===== src/rtl/ldu_pkg.sv =====
package ldu_pkg;

  // Widest register index the helper functions accept.
  localparam int unsigned IDX_MAX = 8;

  // A source hits when it is read, the destination is not the zero register,
  // and the indices agree.
  function automatic logic src_hit(input logic used,
                                   input logic [IDX_MAX-1:0] src,
                                   input logic [IDX_MAX-1:0] dst);
    return used && (dst != '0) && (src == dst);
  endfunction

  // Interlock decision from the load flag and the per-source hits.
  function automatic logic need_stall(input logic load_in_ex,
                                      input logic any_hit);
    return load_in_ex & any_hit;
  endfunction

endpackage


===== src/rtl/ldu_src_cmp.sv =====
module ldu_src_cmp #(
  parameter int unsigned RW = 5
) (
  input  logic          used,
  input  logic [RW-1:0] src,
  input  logic [RW-1:0] dst,
  output logic          hit
);
  import ldu_pkg::*;

  localparam int unsigned PADW = IDX_MAX;

  logic [PADW-1:0] src_w;
  logic [PADW-1:0] dst_w;

  assign src_w = PADW'(src);
  assign dst_w = PADW'(dst);
  assign hit   = src_hit(used, src_w, dst_w);

endmodule


===== src/rtl/ldu_detect.sv =====
module ldu_detect #(
  parameter int unsigned RW      = 5,
  parameter int unsigned CW      = 4,
  parameter int unsigned NSRC    = 2,
  parameter int unsigned MRD_BIT = 0
) (
  input  logic [NSRC*RW-1:0] srcs,
  input  logic [NSRC-1:0]    used,
  input  logic [RW-1:0]      ex_rd,
  input  logic [CW-1:0]      ex_ctrl,
  output logic [NSRC-1:0]    hits,
  output logic               load_in_ex,
  output logic               stall
);
  import ldu_pkg::*;

  // One comparator per source operand.
  for (genvar g = 0; g < NSRC; g++) begin : g_src
    ldu_src_cmp #(.RW(RW)) u_cmp (
      .used (used[g]),
      .src  (srcs[g*RW +: RW]),
      .dst  (ex_rd),
      .hit  (hits[g])
    );
  end

  assign load_in_ex = ex_ctrl[MRD_BIT];
  assign stall      = need_stall(load_in_ex, |hits);

endmodule


===== src/rtl/ldu_pipe_regs.sv =====
module ldu_pipe_regs #(
  parameter int unsigned AW = 32,
  parameter int unsigned RW = 5,
  parameter int unsigned CW = 4
) (
  input  logic          clk,
  input  logic          rst_n,
  input  logic          pc_we,
  input  logic          ifid_we,
  input  logic          bubble_sel,
  input  logic [AW-1:0] pc_next,
  input  logic [RW-1:0] fe_rs1,
  input  logic [RW-1:0] fe_rs2,
  input  logic [RW-1:0] fe_rd,
  input  logic [1:0]    fe_use,
  input  logic [CW-1:0] fe_ctrl,
  output logic [AW-1:0] pc_q,
  output logic [RW-1:0] de_rs1,
  output logic [RW-1:0] de_rs2,
  output logic [RW-1:0] de_rd,
  output logic [1:0]    de_use,
  output logic [CW-1:0] de_ctrl,
  output logic [RW-1:0] ex_rd,
  output logic [CW-1:0] ex_ctrl
);

  // Program counter
  always_ff @(posedge clk) begin
    if (!rst_n)     pc_q <= '0;
    else if (pc_we) pc_q <= pc_next;
  end

  // Fetch/decode register; reset leaves a no-op that reads nothing
  always_ff @(posedge clk) begin
    if (!rst_n) begin
      de_rs1  <= '0;
      de_rs2  <= '0;
      de_rd   <= '0;
      de_use  <= '0;
      de_ctrl <= '0;
    end else if (ifid_we) begin
      de_rs1  <= fe_rs1;
      de_rs2  <= fe_rs2;
      de_rd   <= fe_rd;
      de_use  <= fe_use;
      de_ctrl <= fe_ctrl;
    end
  end

  // Decode/execute register; a bubble clears the control word and destination
  always_ff @(posedge clk) begin
    if (!rst_n || bubble_sel) begin
      ex_rd   <= '0;
      ex_ctrl <= '0;
    end else begin
      ex_rd   <= de_rd;
      ex_ctrl <= de_ctrl;
    end
  end

endmodule


===== src/rtl/ldu_interlock.sv =====
module ldu_interlock #(
  parameter int unsigned AW      = 32,
  parameter int unsigned RW      = 5,
  parameter int unsigned CW      = 4,
  parameter int unsigned MRD_BIT = 0
) (
  input  logic          clk,
  input  logic          rst_n,
  input  logic [AW-1:0] pc_next,
  input  logic [RW-1:0] fe_rs1,
  input  logic [RW-1:0] fe_rs2,
  input  logic [RW-1:0] fe_rd,
  input  logic [1:0]    fe_use,
  input  logic [CW-1:0] fe_ctrl,
  output logic [AW-1:0] pc_q,
  output logic [RW-1:0] de_rs1,
  output logic [RW-1:0] de_rs2,
  output logic [1:0]    de_use,
  output logic [RW-1:0] ex_rd,
  output logic [CW-1:0] ex_ctrl,
  output logic          stall,
  output logic          pc_we,
  output logic          ifid_we,
  output logic          bubble_sel
);

  localparam int unsigned NSRC = 2;

  logic [RW-1:0]   de_rd;
  logic [CW-1:0]   de_ctrl;
  logic [NSRC-1:0] src_hit_w;
  logic            load_in_ex_w;

  ldu_detect #(.RW(RW), .CW(CW), .NSRC(NSRC), .MRD_BIT(MRD_BIT)) u_det (
    .srcs       ({de_rs2, de_rs1}),
    .used       (de_use),
    .ex_rd      (ex_rd),
    .ex_ctrl    (ex_ctrl),
    .hits       (src_hit_w),
    .load_in_ex (load_in_ex_w),
    .stall      (stall)
  );

  // Freeze the front end and inject a bubble while the hazard is present.
  assign pc_we      = ~stall;
  assign ifid_we    = ~stall;
  assign bubble_sel = stall;

  ldu_pipe_regs #(.AW(AW), .RW(RW), .CW(CW)) u_regs (
    .clk        (clk),
    .rst_n      (rst_n),
    .pc_we      (pc_we),
    .ifid_we    (ifid_we),
    .bubble_sel (bubble_sel),
    .pc_next    (pc_next),
    .fe_rs1     (fe_rs1),
    .fe_rs2     (fe_rs2),
    .fe_rd      (fe_rd),
    .fe_use     (fe_use),
    .fe_ctrl    (fe_ctrl),
    .pc_q       (pc_q),
    .de_rs1     (de_rs1),
    .de_rs2     (de_rs2),
    .de_rd      (de_rd),
    .de_use     (de_use),
    .de_ctrl    (de_ctrl),
    .ex_rd      (ex_rd),
    .ex_ctrl    (ex_ctrl)
  );

endmodule


===== config.mk =====
export PLATFORM = sky130hd
export DESIGN_NAME = ldu_interlock
export DESIGN_NICKNAME = d
export VERILOG_FILES = /design/src/rtl/ldu_pkg.sv /design/src/rtl/ldu_src_cmp.sv /design/src/rtl/ldu_detect.sv /design/src/rtl/ldu_pipe_regs.sv /design/src/rtl/ldu_interlock.sv
export SDC_FILE = /design/constraint.sdc
export NUM_CORES = 1
export LEC_CHECK = 0
export BUFFER_PORTS_ARGS = -buffer_cell sky130_fd_sc_hd__buf_2
export CAP_MARGIN = 20
export CELL_PAD_IN_SITES_DETAIL_PLACEMENT = 0
export CELL_PAD_IN_SITES_GLOBAL_PLACEMENT = 1
export CORE_AREA = 4 4 89 91
export DETAILED_ROUTE_END_ITERATION = 12
export DIE_AREA = 0 0 93 95
export GPL_TIMING_DRIVEN = 0
export MAX_ROUTING_LAYER = met4
export PLACE_DENSITY_LB_ADDON = 0.1
export SLEW_MARGIN = 20
export SYNTH_ARGS = -nofsm -noshare
export SYNTH_HDL_FRONTEND = slang
export SYNTH_SLANG_ARGS = --single-unit

===== constraint.sdc =====
create_clock -name clk -period 2.98 [get_ports clk]
set_clock_uncertainty 0.15 [all_clocks]
set_input_delay 0 -clock clk [delete_from_list [all_inputs] [get_ports clk]]
set_output_delay 0 -clock clk [all_outputs]
set_load 0.1 [all_outputs]

==> qor.yml <==
routing:
  drtPass1Iterations: 4
  wl_um: 6660
  drc: 0
  num_vias: 2374
  ant_nets: 0
  topRoutingLayerUsed: "met4"
  wl_per_cell_um: 12.1
  via_per_inst: 4.32
  met1_length_um: 3090
  drt_iter0_drc: 40
  wl_met2_um: 3130
  wl_met3_um: 328
clocking:
  insertion_delay_ns: 0.33
  clock-sinks: 62
  cts_max_path_buffers: 2
  root_buffer: "clkbuf_8"
  htreeDepth: 3
  path_clk_slew_ns: 0.07
  cts_buffers: 9
  cts_tree: "built"
  postCtsSetupBuffers: 0
power_and_ir_drop:
  seqPwrFrac: 0.423
  power.leakage_nw: 1.75
  ir_drop_mv: 0.284
  p_clk_frac: 0.337
  p_switching_uw: 732
  powerDensity_nw_per_um2: 545
  p_int_mw: 1.40
  switching_share: 0.344
  comb_power_share: 0.240
worst_setup_path:
  cp-start-kind: "flip-flop"
  required_ns: 2.83
  cp-end-kind: "output pin"
  path_max_fanout: 11
  arrival_ns: 2.39
  critPathKind: "flip-flop to output pin"
synth:
  synth_seq_cells: 62
  synth_top_family_by_area: "multiplexers"
  synth_cells: 272
  yosysSeqAreaShare: 0.494
  synth_xor_xnor_area_share: 0.0349
  synth-adder-area-share: 0
  synthMuxAreaShare: 0.211
  synth-compound-area-share: 0.00747
  ys_warn_count: 0
  yosys.area_share.simple: 0.192
  syn-num-nets: 327
  syn_area_um2: 2510
  syn_area_per_cell_um2: 9.23
  synth.distinct_cells: 14
floorplanning:
  pin_count: 112
  dieArea_um2: 8840
  start_util: 0.352
  core-area_um2: 7140
  rows: 31
  fp.dieW_um: 93
  die_h_um: 95
global_routing:
  gr-total-overflow: 0
  grt_pass1_wl_um: 11100
  grt_max_degree: 12
  track_usage: 0.164
  antenna_found_initial: 0
  grt_pass1_vias: 2464
flow_run:
  cap_viol_max_count: 0
place:
  gp_congestion: 0.723
  placed_cells: 481
  port_buffers: 110
  dp_hpwl_um: 4610
  place_area_um2: 3190
  dpl_worst_slack_ns: 0.788
outcome:
  status: "finished clean"
timing:
  slew_headroom: 0.664
  rsz0062_at_grt: "no"
  fmax_mhz: 393
  setup_viol: 0
  holdWs_ns: 0.187
  setup_slack_ns: 0.437
  fin_crit_sh: 0.853
  finalHoldViolCount: 0
  min_period_ns: 2.54
  finalMaxSlewViolations: 0
  setup_tns_ns: 0
  worst_pin_slew_ns: 0.508
layout:
  fin_nets: 501
  multiInputGateArea_um2: 1120
  final_cell_mix: "buf_2 (111), nand2_1 (108), dfxtp_1 (62), mux2i_1 (53), dlygate4sd3_1 (53)"
  fillers: 746
  area_growth_syn_to_layout_pct: 55.6
  drive_above_1_share: 0.306
  stdcell_area_um2: 3910
  diodes: 0
  mostFrequentLayoutCell: "buf_2"
  regArea_um2: 1240
  finalNonFillerCells: 550
min_path:
  min_path_type: "input pin to flip-flop"
==> stage by stage <==
stage | power [mW] | utilization
final | 2.13 | 0.547
after CTS | 2.15 | 0.547
after global placement | 1.38 | 0.446
after floorplan | 1.28 | -
after global routing | 2.22 | 0.547
after detailed placement | 1.38 | 0.446
==> metal layers <==
| metal | vias up | global-route usage |
|---|---|---|
| met2 | 72 | 0.267 |
| met3 | 12 | 0.0343 |
| met4 | 0 | 0.0733 |
| met1 | 1070 | 0.195 |
| li1 | 1220 | - |
| met5 | - | - |
==> worst max-delay path, cell delays in order, from the launching register on <==
cell and delay, ns:
dfxtp_1 0.45, xnor2_1 0.15, nand4_1 0.12, o22ai_1 0.22, o211ai_2 0.13, inv_2 0.23, buf_6 0.22, buf_4 0.12
buf_2 0.41
==> cell usage after synthesis (all sizes together) <==
cell	count	area [µm²]
and3	9	56.3
or4	1	7.51
xnor2	10	87.6
mux2i	53	531
dfxtp	62	1240
clkbuf	13	48.8
buf	11	98.8
o211ai	1	12.5
nand2	108	405
nand4	2	12.5
inv	1	3.75
o22ai	1	6.26
==> path summary, 6_finish.rpt <==
kind | start | endpoint | slack (ns) | cells after the start
max | u_regs.ex_rd[0] | stall | 0.44 | 8
min | rst_n | u_regs.pc_q[19] | 0.19 | 4
max reg2reg | u_regs.ex_rd[0] | u_regs.de_rs1[0] | 1.01 | 7
min reg2reg | u_regs.de_ctrl[2] | u_regs.de_ctrl[2] | 0.31 | 2
==> flip-flops by register name (all words and copies together) (netlist names) <==
register        count
u_regs.de_ctrl      4
u_regs.de_rd        5
u_regs.de_rs1       5
u_regs.de_rs2       5
u_regs.de_use       2
u_regs.ex_ctrl      4
u_regs.ex_rd        5
u_regs.pc_q        32
==> layout make-up <==
class / instances / share of cell area
Timing Repair Buffer: 163 / 0.277
Clock inverter: 6 / 0.0160
Clock buffer: 10 / 0.0327
Tap cell: 99 / 0.0317
Inverter: 1 / 0.000961
Sequential cell: 62 / 0.318
Multi-Input combinational cell: 185 / 0.286
Buffer: 24 / 0.0378
==> power groups by stage <==
stage               Sequential (mW)  Clock, mW  Combinational [mW]
finish                        0.901      0.717               0.510
global route                  0.907      0.775               0.540
CTS                           0.902      0.735               0.514
detailed placement            0.920          0               0.461
global placement              0.919          0               0.458
floorplan                      1.18          0               0.106
==> cells by family (layout without fill, tap and decap cells) <==
logic type                Yosys count  count (layout)
and+or+nand+nor                   120             120
DFF                                62              62
muxes                              53              53
buffers and inverters              25             204
xor gates and xnor gates           10              10
AOI/OAI and AO/OA                   2               2
==> what timing repair did <==
| item | CTS | global route |
|---|---|---|
| resized for setup | 0 | 0 |
| setup endpoints to repair | 0 | 0 |
| hold buffers | 53 | 0 |
| hold endpoints to repair | 53 | 0 |
No activity file was read; power rests on OpenSTA's default activity.
